==> src/rtl/async_rx_pkg.sv <==
package async_rx_pkg;

  localparam int unsigned CHAR_MAX = 8;

  typedef enum logic [2:0] {
    ST_IDLE,
    ST_START,
    ST_DATA,
    ST_PARITY,
    ST_STOP,
    ST_WAIT_HIGH
  } rx_state_e;

  typedef struct packed {
    logic [CHAR_MAX-1:0] data;
    logic                perr;
    logic                ferr;
    logic                brk;
  } rx_char_t;

  function automatic logic maj3(input logic a, input logic b, input logic c);
    return (a & b) | (a & c) | (b & c);
  endfunction

endpackage

==> src/rtl/rx_line_sync.sv <==
module rx_line_sync #(
  parameter int unsigned STAGES = 2
) (
  input  logic clk,
  input  logic rst_n,
  input  logic din,
  output logic dout
);

  logic [STAGES-1:0] pipe_q;
  logic [STAGES-1:0] pipe_d;

  generate
    if (STAGES == 1) begin : g_single
      always_comb pipe_d = din;
    end else begin : g_chain
      always_comb pipe_d = {pipe_q[STAGES-2:0], din};
    end
  endgenerate

  // line idles high, so reset to the idle level
  always_ff @(posedge clk or negedge rst_n) begin
    if (!rst_n) pipe_q <= '1;
    else        pipe_q <= pipe_d;
  end

  assign dout = pipe_q[STAGES-1];

endmodule

==> src/rtl/rx_bit_voter.sv <==
module rx_bit_voter
  import async_rx_pkg::*;
#(
  parameter int unsigned OSR = 16
) (
  input  logic clk,
  input  logic rst_n,
  input  logic tick,
  input  logic rxs,
  input  logic restart,
  input  logic active,
  output logic vote_stb,
  output logic vote_val,
  output logic bit_end
);

  localparam int unsigned CW = $clog2(OSR);
  localparam logic [CW-1:0] C_SMP0 = CW'(OSR/2 - 1);
  localparam logic [CW-1:0] C_SMP1 = CW'(OSR/2);
  localparam logic [CW-1:0] C_SMP2 = CW'(OSR/2 + 1);
  localparam logic [CW-1:0] C_LAST = CW'(OSR - 1);

  logic [CW-1:0] cnt_q, cnt_d;
  logic [1:0]    smp_q, smp_d;
  logic          step;

  assign step = active & tick;

  always_comb begin
    cnt_d = cnt_q;
    smp_d = smp_q;
    if (restart) begin
      // the detecting tick itself is count 0
      cnt_d = CW'(1);
    end else if (step) begin
      cnt_d = (cnt_q == C_LAST) ? '0 : cnt_q + CW'(1);
      if (cnt_q == C_SMP0) smp_d[0] = rxs;
      if (cnt_q == C_SMP1) smp_d[1] = rxs;
    end
  end

  always_ff @(posedge clk or negedge rst_n) begin
    if (!rst_n) begin
      cnt_q <= '0;
      smp_q <= '1;
    end else begin
      cnt_q <= cnt_d;
      smp_q <= smp_d;
    end
  end

  assign vote_stb = step & (cnt_q == C_SMP2);
  assign vote_val = maj3(smp_q[0], smp_q[1], rxs);
  assign bit_end  = step & (cnt_q == C_LAST);

endmodule

==> src/rtl/rx_frame_fsm.sv <==
module rx_frame_fsm
  import async_rx_pkg::*;
#(
  parameter int unsigned MIN_BITS = 5
) (
  input  logic       clk,
  input  logic       rst_n,
  input  logic       tick,
  input  logic       rxs,
  input  logic       vote_stb,
  input  logic       vote_val,
  input  logic       bit_end,
  input  logic [1:0] cfg_wlen,
  input  logic       cfg_par_en,
  input  logic       cfg_par_odd,
  output logic       start_seen,
  output logic       active,
  output logic       done,
  output rx_char_t   chr
);

  localparam int unsigned IDX_W = $clog2(CHAR_MAX);

  rx_state_e           st_q, st_d;
  logic [IDX_W-1:0]    idx_q, idx_d;
  logic [CHAR_MAX-1:0] sh_q, sh_d;
  logic                par_q, par_d;
  logic                zero_q, zero_d;
  logic [IDX_W-1:0]    last_idx;
  logic [IDX_W-1:0]    shamt;

  assign last_idx = IDX_W'(MIN_BITS - 1) + IDX_W'(cfg_wlen);
  assign shamt    = IDX_W'(CHAR_MAX - 1) - last_idx;

  always_comb begin
    st_d       = st_q;
    idx_d      = idx_q;
    sh_d       = sh_q;
    par_d      = par_q;
    zero_d     = zero_q;
    start_seen = 1'b0;
    done       = 1'b0;
    unique case (st_q)
      ST_IDLE: begin
        if (tick && !rxs) begin
          start_seen = 1'b1;
          st_d       = ST_START;
          idx_d      = '0;
          sh_d       = '0;
          par_d      = 1'b0;
          zero_d     = 1'b1;
        end
      end
      ST_START: begin
        if (vote_stb && vote_val) st_d = ST_IDLE;
        else if (bit_end)         st_d = ST_DATA;
      end
      ST_DATA: begin
        if (vote_stb) begin
          sh_d   = {vote_val, sh_q[CHAR_MAX-1:1]};
          par_d  = par_q ^ vote_val;
          zero_d = zero_q & ~vote_val;
        end
        if (bit_end) begin
          if (idx_q == last_idx) st_d = cfg_par_en ? ST_PARITY : ST_STOP;
          else                   idx_d = idx_q + IDX_W'(1);
        end
      end
      ST_PARITY: begin
        if (vote_stb) begin
          par_d  = par_q ^ vote_val;
          zero_d = zero_q & ~vote_val;
        end
        if (bit_end) st_d = ST_STOP;
      end
      ST_STOP: begin
        if (vote_stb) begin
          done = 1'b1;
          st_d = vote_val ? ST_IDLE : ST_WAIT_HIGH;
        end
      end
      ST_WAIT_HIGH: begin
        if (rxs) st_d = ST_IDLE;
      end
      default: st_d = ST_IDLE;
    endcase
  end

  always_ff @(posedge clk or negedge rst_n) begin
    if (!rst_n) begin
      st_q   <= ST_IDLE;
      idx_q  <= '0;
      sh_q   <= '0;
      par_q  <= 1'b0;
      zero_q <= 1'b1;
    end else begin
      st_q   <= st_d;
      idx_q  <= idx_d;
      sh_q   <= sh_d;
      par_q  <= par_d;
      zero_q <= zero_d;
    end
  end

  assign active = (st_q == ST_START) || (st_q == ST_DATA) ||
                  (st_q == ST_PARITY) || (st_q == ST_STOP);

  always_comb begin
    chr.brk  = zero_q & ~vote_val;
    chr.ferr = ~vote_val & ~zero_q;
    chr.perr = cfg_par_en & (par_q ^ cfg_par_odd) & ~chr.brk;
    chr.data = sh_q >> shamt;
  end

endmodule

==> src/rtl/rx_hold_reg.sv <==
module rx_hold_reg
  import async_rx_pkg::*;
(
  input  logic                clk,
  input  logic                rst_n,
  input  logic                load,
  input  rx_char_t            chr,
  input  logic                rd,
  output logic                valid,
  output logic [CHAR_MAX-1:0] data,
  output logic                perr,
  output logic                ferr,
  output logic                brk,
  output logic                ovr
);

  logic                valid_q, valid_d;
  logic [CHAR_MAX-1:0] data_q, data_d;
  logic                perr_q, perr_d, ferr_q, ferr_d, brk_q, brk_d, ovr_q, ovr_d;
  logic                take, clobber;

  assign take    = valid_q & rd;
  assign clobber = valid_q & ~rd;

  always_comb begin
    valid_d = valid_q;
    data_d  = data_q;
    perr_d  = perr_q;
    ferr_d  = ferr_q;
    brk_d   = brk_q;
    ovr_d   = ovr_q;
    if (load) begin
      valid_d = 1'b1;
      data_d  = chr.data;
      if (clobber) begin
        ovr_d  = 1'b1;
        perr_d = perr_q | chr.perr;
        ferr_d = ferr_q | chr.ferr;
        brk_d  = brk_q  | chr.brk;
      end else begin
        ovr_d  = 1'b0;
        perr_d = chr.perr;
        ferr_d = chr.ferr;
        brk_d  = chr.brk;
      end
    end else if (take) begin
      valid_d = 1'b0;
      perr_d  = 1'b0;
      ferr_d  = 1'b0;
      brk_d   = 1'b0;
      ovr_d   = 1'b0;
    end
  end

  always_ff @(posedge clk or negedge rst_n) begin
    if (!rst_n) begin
      valid_q <= 1'b0;
      data_q  <= '0;
      perr_q  <= 1'b0;
      ferr_q  <= 1'b0;
      brk_q   <= 1'b0;
      ovr_q   <= 1'b0;
    end else begin
      valid_q <= valid_d;
      data_q  <= data_d;
      perr_q  <= perr_d;
      ferr_q  <= ferr_d;
      brk_q   <= brk_d;
      ovr_q   <= ovr_d;
    end
  end

  assign valid = valid_q;
  assign data  = data_q;
  assign perr  = perr_q;
  assign ferr  = ferr_q;
  assign brk   = brk_q;
  assign ovr   = ovr_q;

endmodule

==> src/rtl/async_rx_os16.sv <==
module async_rx_os16
  import async_rx_pkg::*;
#(
  parameter int unsigned OSR         = 16,
  parameter int unsigned SYNC_STAGES = 2,
  parameter int unsigned MIN_BITS    = 5
) (
  input  logic                clk,
  input  logic                rst_n,
  input  logic                sample_tick,
  input  logic                rx_line,
  input  logic [1:0]          cfg_wlen,
  input  logic                cfg_par_en,
  input  logic                cfg_par_odd,
  input  logic                rx_ready,
  output logic                rx_valid,
  output logic [CHAR_MAX-1:0] rx_data,
  output logic                rx_perr,
  output logic                rx_ferr,
  output logic                rx_brk,
  output logic                rx_ovr
);

  logic [1:0] rst_pipe_q;
  logic       rst_int_n;

  always_ff @(posedge clk or negedge rst_n) begin
    if (!rst_n) rst_pipe_q <= '0;
    else        rst_pipe_q <= {rst_pipe_q[0], 1'b1};
  end
  assign rst_int_n = rst_pipe_q[1];

  logic     rxs;
  logic     start_seen, fsm_active, fsm_done;
  logic     vote_stb, vote_val, bit_end;
  rx_char_t fsm_chr;

  rx_line_sync #(.STAGES(SYNC_STAGES)) u_sync (
    .clk  (clk),
    .rst_n(rst_int_n),
    .din  (rx_line),
    .dout (rxs)
  );

  rx_bit_voter #(.OSR(OSR)) u_voter (
    .clk     (clk),
    .rst_n   (rst_int_n),
    .tick    (sample_tick),
    .rxs     (rxs),
    .restart (start_seen),
    .active  (fsm_active),
    .vote_stb(vote_stb),
    .vote_val(vote_val),
    .bit_end (bit_end)
  );

  rx_frame_fsm #(.MIN_BITS(MIN_BITS)) u_fsm (
    .clk        (clk),
    .rst_n      (rst_int_n),
    .tick       (sample_tick),
    .rxs        (rxs),
    .vote_stb   (vote_stb),
    .vote_val   (vote_val),
    .bit_end    (bit_end),
    .cfg_wlen   (cfg_wlen),
    .cfg_par_en (cfg_par_en),
    .cfg_par_odd(cfg_par_odd),
    .start_seen (start_seen),
    .active     (fsm_active),
    .done       (fsm_done),
    .chr        (fsm_chr)
  );

  rx_hold_reg u_hold (
    .clk  (clk),
    .rst_n(rst_int_n),
    .load (fsm_done),
    .chr  (fsm_chr),
    .rd   (rx_ready),
    .valid(rx_valid),
    .data (rx_data),
    .perr (rx_perr),
    .ferr (rx_ferr),
    .brk  (rx_brk),
    .ovr  (rx_ovr)
  );

endmodule

==> config.mk <==
export PLATFORM = sky130hd
export DESIGN_NAME = async_rx_os16
export DESIGN_NICKNAME = d
export VERILOG_FILES = /design/src/rtl/async_rx_pkg.sv /design/src/rtl/rx_line_sync.sv /design/src/rtl/rx_bit_voter.sv /design/src/rtl/rx_frame_fsm.sv /design/src/rtl/rx_hold_reg.sv /design/src/rtl/async_rx_os16.sv
export SDC_FILE = /design/constraint.sdc
export NUM_CORES = 1
export LEC_CHECK = 0
export ABC_CLOCK_PERIOD_IN_PS = 2500
export BUFFER_PORTS_ARGS = -buffer_cell sky130_fd_sc_hd__buf_2
export CORE_MARGIN = 2
export CORE_UTILIZATION = 62
export CTS_CLUSTER_DIAMETER = 60
export CTS_CLUSTER_SIZE = 8
export DETAILED_ROUTE_END_ITERATION = 12
export GPL_ROUTABILITY_DRIVEN = 0
export MAX_ROUTING_LAYER = met4
export PLACE_DENSITY = 0.94
export SLEW_MARGIN = 20
export SYNTH_ARGS = -nofsm -noshare
export SYNTH_HDL_FRONTEND = slang
export SYNTH_SLANG_ARGS = --single-unit
==> constraint.sdc <==
create_clock -name clk -period 2.5 [get_ports clk]
set_input_delay 0.25 -clock clk [delete_from_list [all_inputs] [get_ports clk]]
set_output_delay 0.25 -clock clk [all_outputs]
set_load 0.01 [all_outputs]
* Word level (Yosys, flattened, before mapping)
Index checks and enable logic that the tools add are counted.
** Cells by class
- Shift operators :: 1
- Reductions and logical operators :: 18
- Equality and inequality tests :: 20
- Bitwise operators :: 24
- Mux-type cells :: 41
- $add $sub $neg :: 4
** Operator list (number)
- $mux W3 :: 13
- $mux W1 :: 18
- $pmux W3 S6 :: 1
- $mux W8 :: 2
- $pmux W8 S2 :: 1
- $and A1 B1 Y1 :: 12
- $eq A4 B4 Y1 const B :: 3
- $mux W4 :: 3
- $reduce_and A3 Y1 :: 4
- $ne A2 B1 Y1 const B :: 5
- $ne A2 B2 Y1 const B :: 4
- $reduce_bool A2 Y1 :: 4
- $shr A8 B3 Y8 :: 1
- $reduce_and A7 Y1 :: 1
- $eq A3 B2 Y1 const B :: 2
- $eq A3 B3 Y1 const B :: 2
- $pmux W3 S2 :: 1
- $not A1 Y1 :: 5
- $or A1 B1 Y1 :: 5
- $add A4 B1 Y4 const B :: 1
- $eq A4 B3 Y1 const B :: 1
- $pmux W1 S2 :: 2
- $reduce_and A4 Y1 :: 1
- $add A3 B1 Y3 const B :: 1
- 11 further kinds :: 15
** Storage, ports and cells
- Output and inout bits :: 13
- Bits of input ports :: 9
- Register bits after elaboration :: 39
- Logic and storage cells :: 124

* Depth between registers and ports, before layout
Gate-level depths: netlist (run 1).
- Depth after elaboration :: 10
- Mapped depth :: 8
- Mapped depth without buffers :: 7

* Cells and area by module
Synthesis (run 1) repeated with hierarchy kept, for this count alone.
** Unflattened totals
- Cells, all modules :: 175
- Area total of the unflattened synthesis :: 2059.5 sq um
** By module, submodules not included
- rx_frame_fsm :: cells each 106, seq. area each 401.6 sq um, times used 1, area each 1097.3 sq um
- rx_hold_reg :: cells each 29, seq. area each 325.3 sq um, times used 1, area each 504.2 sq um
- rx_bit_voter :: cells each 35, seq. area each 152.6 sq um, times used 1, area each 351.6 sq um
- async_rx_os16 :: cells each 3, seq. area each 50.0 sq um, times used 1, area each 53.8 sq um
- rx_line_sync :: cells each 2, seq. area each 52.6 sq um, times used 1, area each 52.6 sq um

* Worst setup path before layout (run 1)
No wires, ideal clock.
- Kind :: register -> register
- From :: reg u_voter.cnt_q[1]
- To :: reg u_fsm.st_q[0]
- Path slack :: 0.546 ns
- Path buffers :: 0
- Cell stages (with the launch flop) :: 8
- Clock period less this slack :: 1.954 ns
- Setup time :: 0.128 ns
- Data arrival time :: 1.826 ns
- Cell sequence :: dfrtp_1 inv_1 ha_1 nand4b_4 nand2b_4 o21a_1 a2111oi_4 mux2_1
** On the way
- Cells in the longest elaborated chain, start to end :: 5
- Elaborated cells between the ends (all ways) :: 12
- Classes of those cells :: 6 x eq/ne; 2 x mux; 2 x bitwise; 2 x reduce/logical
** Ends and longest elaborated chain
- start: declaration :: RTL line rx_bit_voter.sv:23 : logic [CW-1:0] cnt_q, cnt_d;
- start signal: assignment :: RTL line rx_bit_voter.sv:47 : cnt_q <= cnt_d;
- $eq A4 B4 Y1 :: RTL line rx_bit_voter.sv:52 : assign vote_stb = step & (cnt_q == C_SMP2);
- $and A1 B1 Y1 :: RTL line rx_bit_voter.sv:52
- $logic_and A1 B1 Y1 :: RTL line rx_frame_fsm.sv:55 : if (vote_stb && vote_val) st_d = ST_IDLE;
- $ne A3 B2 Y1 (no line) or $mux W3 (tied branches)
- $reduce_and A7 Y1 (no line) or $pmux W3 S6 (tied branches)
- end signal: assignment :: RTL line rx_frame_fsm.sv:97 : st_q <= st_d;
- end: declaration :: RTL line rx_frame_fsm.sv:24 : rx_state_e st_q, st_d;
Parallel ways exist; a longest one is shown, timed or not.
A chain may end at the register's enable or synchronous reset.

* Worst setup path after layout (run 1)
- From :: reg u_voter.cnt_q[1]
- To :: reg u_fsm.st_q[1]
Same word-level chain as after synthesis.

==> results.py, run 1 <==
metrics = {
    "run_status": {
        "status": "finished, final reports clean",
    },
    "synthesis": {
        "syn-cell-area_mm2": 0.00202,
        "yosysWarnings": 0,
        "ys_ff_latch": 39,
        "synth-edff-count": 0,
        "yosys.area.top_type": "dfrtp_1",
        "synthFlopType": "dfrtp_1",
        "synth_nets": 198,
        "ys_seq_area_frac": 0.485,
        "synthMuxAreaShare": 0.0822,
        "synthSimpleGateAreaFrac": 0.179,
        "syn_area_per_cell_um2": 10.9,
        "synthXorXnorAreaFrac": 0.0216,
        "synthArstFlopShare": 1.00,
        "synth_top_family_by_area": "simple AND/OR/NAND/NOR gates",
        "synth_compound_area_frac": 0.162,
        "syn_inst": 185,
        "synth_adder_area_share": 0.0303,
        "post-synth-top-area-fraction": 0.420,
        "yosys-top-cells-area": "dfrtp_1 (42%), dfstp_2 (6.5%), nand2_1 (3.9%)",
        "synth_cell_types": 55,
    },
    "worst_setup_path": {
        "cp.required_ns": 2.74,
        "critPathMaxFanout": 5,
        "criticalPathCategory": "flop to flop",
        "worstSetupStartpointType": "flop",
        "crit_slowest_cell": "dfrtp_1",
        "critPathMaxStageDelay_ns": 0.44,
        "worst-endpoint-arrival_ns": 2.39,
        "crit_chain": "inv_1, ha_1, nand4b_4, nand2b_4, o21a_1, a2111oi_4, mux2_1",
        "end_kind": "flop",
    },
    "clocking": {
        "h-tree-depth": 2,
        "post-cts-setup-buffers": 0,
        "clk_pin_slew_ns": 0.10,
        "insertion_delay_ns": 0.35,
        "clockBufferDepth": 2,
        "cts_made_buffers": 5,
        "cts_resized": 0,
        "cts_tree": "done",
        "root_buffer": "clkbuf_4",
        "cts_sinks": 39,
    },
    "layout": {
        "final_cell_area_mm2": 0.00223,
        "fillers": 226,
        "drive_gt1_frac": 0.275,
        "layout.nets": 223,
        "final_cells": 255,
        "area_growth_pct": 10.3,
        "fin_util": 0.725,
        "n_antenna_cell": 0,
    },
    "timing": {
        "slew_headroom": 0.618,
        "max_slew.worst_pin.slew_ns": 0.568,
        "hold_viol": 0,
        "max_freq_ghz": 0.464,
        "fin_crit_ns": 2.16,
        "rsz0062_at_grt": "false",
        "skew_ns": 0.0116,
        "setup-tns-final_ns": 0,
        "hold_ws_ns": 0.0957,
        "fin_crit_sh": 0.862,
        "finalSetupViolations": 0,
        "slew_violations": 0,
    },
    "placement": {
        "numPortBuffers": 21,
        "dpl_cell_area_mm2": 0.00215,
        "dp_hpwl_mm": 2.64,
        "dp.cells": 245,
    },
    "route": {
        "drc": 0,
        "drtPass1Iterations": 5,
        "ant_nets": 0,
        "drtIter0Drc": 61,
        "vias": 1459,
        "via_per_inst": 5.72,
        "wl_per_cell_um": 14.1,
        "wl_mm": 3.61,
    },
    "floorplan": {
        "die_area_mm2": 0.00374,
        "core_mm2": 0.00308,
        "fp.dieH_um": 61.1,
        "pin_count": 22,
        "fp.dieW_um": 61.1,
        "start_util": 0.658,
        "num_rows": 20,
    },
    "grt": {
        "grt_usage": 0.229,
        "grt_pass1_wl_mm": 6.01,
        "antenna_found_initial": 0,
        "grt_overflow": 0,
        "grt_pass1_vias": 1393,
        "grt_max_degree": 38,
    },
    "power": {
        "swShare": 0.363,
        "ir_drop_uv": 470,
        "clockPowerShare": 0.179,
        "power.density_mw_per_mm2": 836,
        "p_switching_uw": 677,
        "p_seq_frac": 0.487,
        "cellLeakagePower_nw": 1.06,
        "combPwrFrac": 0.334,
        "p_int_mw": 1.19,
    },
    "flow_run": {
        "maxCapViolations": 0,
    },
    "hold_path": {
        "hold_class": "primary input to flop",
    },
}
## path summary, 6_finish.rpt
| check | start | endpoint | slack [ns] | cells after the start |
|---|---|---|---|---|
| max in group asynchronous | rst_pipe_q[1]$_DFF_PN0_ | u_sync.pipe_q[0]$_DFF_PN1_ | 1.86 | 1 |
| hold / removal | rx_ready | u_hold.valid$_DFFE_PN0P_ | 0.1 | 2 |
| min in group asynchronous | rst_n | rst_pipe_q[1]$_DFF_PN0_ | 0.20 | 2 |
| setup / recovery | u_voter.cnt_q[1]$_DFFE_PN0P_ | u_fsm.st_q[1]$_DFFE_PN0P_ | 0.34 | 7 |
| setup reg to reg | u_voter.cnt_q[1]$_DFFE_PN0P_ | u_fsm.st_q[1]$_DFFE_PN0P_ | 0.34 | 7 |
| hold reg to reg | rst_pipe_q[1]$_DFF_PN0_ | u_fsm.sh_q[0]$_DFFE_PN0P_ | 0.28 | 1 |
## repair_timing
| item | 4_1_cts | 5_1_grt |
|---|---|---|
| hold buffers | 2 | 0 |
| hold endpoints to repair | 3 | 0 |
| setup endpoints to repair | 0 | 0 |
## layer usage
metal,share of wire,wire length (µm),vias to the layer above,track usage
li1,-,-,703,-
met1,0.42,1510,710,0.244
met2,0.52,1870,38,0.400
met3,0.049,175,8,0.0693
met4,0.015,54,0,0.0839
met5,0,0,-,-
## sequential cells by signal (all words and copies together), names as in the netlist
register	cells
u_fsm.sh_q	8
u_hold.data	8
u_voter.cnt_q	4
u_fsm.idx_q	3
u_fsm.st_q	3
rst_pipe_q	2
u_sync.pipe_q	2
u_voter.smp_q	2
u_fsm.par_q	1
u_fsm.zero_q	1
u_hold.brk	1
u_hold.ferr	1
u_hold.ovr	1
u_hold.perr	1
u_hold.valid	1
## critical path: cells and delay by family, from the launching register on
kind                       cells  cell delay (ns)
AOI/OAI and AO/OA              2             0.57
adders and majority gates      1             0.19
buffers and inverters          1             0.10
DFF                            1             0.44
muxes                          1             0.37
and+or+nand+nor                2             0.37
## power groups by stage
| stage | Sequential [mW] | Clock [mW] | Combinational (mW) |
|---|---|---|---|
| 2_1_floorplan | 0.878 | 0 | 0.534 |
| 3_3_place_gp | 0.910 | 0 | 0.585 |
| 3_5_place_dp | 0.920 | 0 | 0.624 |
| 4_1_cts | 0.907 | 0.345 | 0.627 |
| 5_1_grt | 0.934 | 0.378 | 0.687 |
| 6_report | 0.909 | 0.333 | 0.623 |
## cells in the mapped netlist, types with 2 or more instances
library cell,number
mux2i_1,5
a21oi_1,9
o32ai_1,2
nand2_1,21
and2b_2,2
clkbuf_1,2
inv_1,7
ha_1,4
nor2_1,11
xnor2_1,3
mux2_2,6
and3_2,2
nand3b_1,3
buf_6,2
dfstp_2,5
or2b_2,2
mux2_1,3
o21ai_0,15
buf_2,2
xor2_1,2
nand3_1,3
dfrtp_1,34
a22o_1,8
## layout by cell type (no fill, tap or decap), types with 2 or more instances in the layout
master,count
xnor2_1,3
and2b_2,2
buf_2,21
dfrtp_1,34
nand3b_1,3
nand2_1,21
ha_1,4
mux2_1,3
buf_4,2
xor2_1,2
mux2_2,6
clkbuf_4,5
o32ai_1,2
mux2i_1,5
nand3_1,3
a22o_1,8
and3_2,2
a21oi_1,9
dfstp_2,5
or2b_2,2
dlygate4sd3_1,2
o21ai_0,15
nor2_1,11
inv_1,7
## layout make-up
class                      instances  area (µm²)  area share
timing repair buffer              25         140      0.0628
tap                               44        55.1      0.0247
multi-input combinational        131         965       0.432
inverter                           8        30.0      0.0135
clock buffer                       7        55.1      0.0247
clock inverter                     1        5.00     0.00224
sequential                        39         982       0.440
## kinds of logic (layout without fill, tap and decap cells)
kind of cell | Yosys count | count (layout)
compound gates | 45 | 45
xor+xnor | 5 | 5
flops | 39 | 39
mux | 15 | 15
other cells | 1 | 1
buf+inv | 15 | 41
simple gates | 60 | 60
fa+ha+maj | 5 | 5
## per-stage QoR
stage	setup slack (ns)	power, mW
2_1_floorplan	0.546	1.41
3_3_place_gp	0.493	1.50
3_5_place_dp	0.357	1.54
4_1_cts	0.344	1.88
5_1_grt	0.233	2.00
6_report	0.345	1.87
(Power assumes the default switching activity.)
==> inputs of run 2 (changes only) <==
--- a/config.mk
+++ b/config.mk
@@ -15,6 +15,7 @@
 export GPL_ROUTABILITY_DRIVEN = 0
 export MAX_ROUTING_LAYER = met4
 export PLACE_DENSITY = 0.94
+export RECOVER_POWER = 100
 export SLEW_MARGIN = 20
 export SYNTH_ARGS = -nofsm -noshare
 export SYNTH_HDL_FRONTEND = slang
==> results.py, run 2 (same netlist as run 1, synthesis figures left out) <==
metrics = {
    "layout": {
        "layout.nets": 223,
        "area_growth_pct": 7.42,
        "drive_gt1_frac": 0.180,
        "final_cell_mix": "dfrtp_1 (34), nand2_1 (21), clkbuf_1 (17), o21ai_0 (15), nor2_1 (12)",
        "fin_util": 0.707,
        "n_antenna_cell": 0,
        "final_common_cell": "dfrtp_1",
        "final_cell_area_mm2": 0.00217,
    },
    "floorplan": {
        "fp.dieH_um": 61.1,
        "die_area_mm2": 0.00374,
        "start_util": 0.658,
        "core_mm2": 0.00308,
        "pin_count": 22,
        "fp.dieW_um": 61.1,
        "num_rows": 20,
    },
    "route": {
        "vias": 1455,
        "drtIter0Drc": 61,
        "wl_mm": 3.62,
        "drc": 0,
        "drtPass1Iterations": 4,
        "ant_nets": 0,
        "via_per_inst": 5.71,
        "wl_per_cell_um": 14.2,
    },
    "grt": {
        "grt_usage": 0.229,
        "antenna_found_initial": 0,
        "grt_overflow": 0,
        "grt_max_degree": 38,
        "grt_pass1_vias": 1393,
        "grt_pass1_wl_mm": 6.01,
    },
    "timing": {
        "max_freq_ghz": 0.449,
        "max_slew.worst_pin.slew_ns": 1.93,
        "finalSetupViolations": 0,
        "setup-tns-final_ns": 0,
        "slew_violations": 38,
        "skew_ns": 0.0154,
        "fin_crit_sh": 0.891,
        "rsz0062_at_grt": "false",
        "hold_viol": 0,
        "slew_headroom": -0.287,
        "fin_crit_ns": 2.23,
    },
    "worst_setup_path": {
        "end_kind": "flop",
        "critPathMaxFanout": 5,
        "worst-endpoint-arrival_ns": 2.46,
        "criticalPathCategory": "flop to flop",
        "critPathMaxStageDelay_ns": 0.49,
        "crit_chain": "inv_1, ha_1, nand4b_4, nand2b_4, o21a_1, a2111oi_2, mux2_1",
        "cp.required_ns": 2.74,
        "worstSetupStartpointType": "flop",
        "crit_slowest_cell": "a2111oi_2",
        "path_delay_family": "compound AO/OA/AOI/OAI gates",
        "cp_num_buf_inv": 1,
    },
    "flow_run": {
        "maxCapViolations": 1,
    },
    "power": {
        "power.total_mw": 1.82,
        "cellLeakagePower_nw": 0.988,
        "ir_drop_uv": 464,
        "power.density_mw_per_mm2": 837,
    },
    "clocking": {
        "clockBufferDepth": 2,
        "cts_sinks": 39,
        "root_buffer": "clkbuf_4",
        "cts_tree": "done",
        "clk_pin_slew_ns": 0.11,
        "cts_made_buffers": 5,
        "post-cts-setup-buffers": 0,
        "insertion_delay_ns": 0.36,
        "h-tree-depth": 2,
    },
    "placement": {
        "dp_hpwl_mm": 2.64,
        "dpl_cell_area_mm2": 0.00215,
        "numPortBuffers": 21,
    },
    "hold_path": {
        "hold_class": "primary input to flop",
    },
    "run_status": {
        "status": "finished, violations left",
        "violations": "max-capacitance violations, max-slew violations",
    },
}
## run 2: changes by cell type in the layout (fill, tap and decap cells not counted)
cell	delta
a31oi_1	+1
nor2_4	-1
clkbuf_1	+16
mux2_1	+1
a31oi_2	-1
buf_2	-14
or3b_4	-1
a2111oi_4	-1
buf_4	-2
nor2_1	+1
a2111oi_2	+1
mux2_4	-1
or3b_1	+1
## run 2: what timing repair did
action | in CTS | in global routing
hold endpoints to repair | 3 | 0
hold buffers | 2 | 0
gates resized for setup | 0 | 0
## run 2: power by group
group | leakage (nW) | internal (mW) | switching (mW)
registers | 0.502 | 0.753 | 0.159
logic | 0.450 | 0.265 | 0.308
clock network | 0.0353 | 0.136 | 0.198
total | 0.988 | 1.15 | 0.665
## run 2: final cells by class
| type | count | area, µm² |
|---|---|---|
| timing repair buffer | 25 | 115 |
| fill | 245 | 903 |
| clock inverter | 1 | 5.00 |
| tap | 44 | 55.1 |
| inverter | 8 | 30.0 |
| clock buffer | 7 | 55.1 |
| sequential | 39 | 982 |
| multi-input combinational | 131 | 932 |
## run 2: stage by stage
stage,hold WS [ns],instances,setup slack (ns)
6_report,0.0959,255,0.273
5_1_grt,0.0893,255,0.121
4_1_cts,0.0873,255,0.344
3_5_place_dp,0.0365,245,0.357
3_3_place_gp,0.0352,245,0.493
2_1_floorplan,-0.0456,185,0.546
## run 2: worst reg2reg max path, delay by kind of cell (launching register included)
kind                       cells  cell delay (ns)
AOI/OAI and AO/OA              2             0.67
DFF                            1             0.44
muxes                          1             0.38
and+or+nand+nor                2             0.33
adders and majority gates      1             0.19
buffers and inverters          1             0.10
## run 2: worst paths after layout
kind / startpoint / end / slack (ns) / cells past startpoint
setup / recovery: u_voter.cnt_q[1]$_DFFE_PN0P_ / u_fsm.st_q[1]$_DFFE_PN0P_ / 0.27 / 7
hold / removal: rx_ready / u_hold.valid$_DFFE_PN0P_ / 0.1 / 2
setup reg to reg: u_voter.cnt_q[1]$_DFFE_PN0P_ / u_fsm.st_q[1]$_DFFE_PN0P_ / 0.27 / 7
hold reg to reg: rst_pipe_q[0]$_DFF_PN0_ / rst_pipe_q[1]$_DFF_PN0_ / 0.36 / 0
max in group asynchronous: rst_pipe_q[1]$_DFF_PN0_ / u_fsm.sh_q[2]$_DFFE_PN0P_ / 0.53 / 1
min in group asynchronous: rst_n / rst_pipe_q[1]$_DFF_PN0_ / 0.20 / 2
## run 2: routing by layer
| metal | track usage | wire [µm] | part of all wire | vias up |
|---|---|---|---|---|
| li1 | - | - | - | 708 |
| met3 | 0.0693 | 153 | 0.042 | 7 |
| met1 | 0.244 | 1570 | 0.43 | 710 |
| met5 | - | 0 | 0 | - |
| met2 | 0.400 | 1840 | 0.51 | 30 |
| met4 | 0.0839 | 55 | 0.015 | 0 |
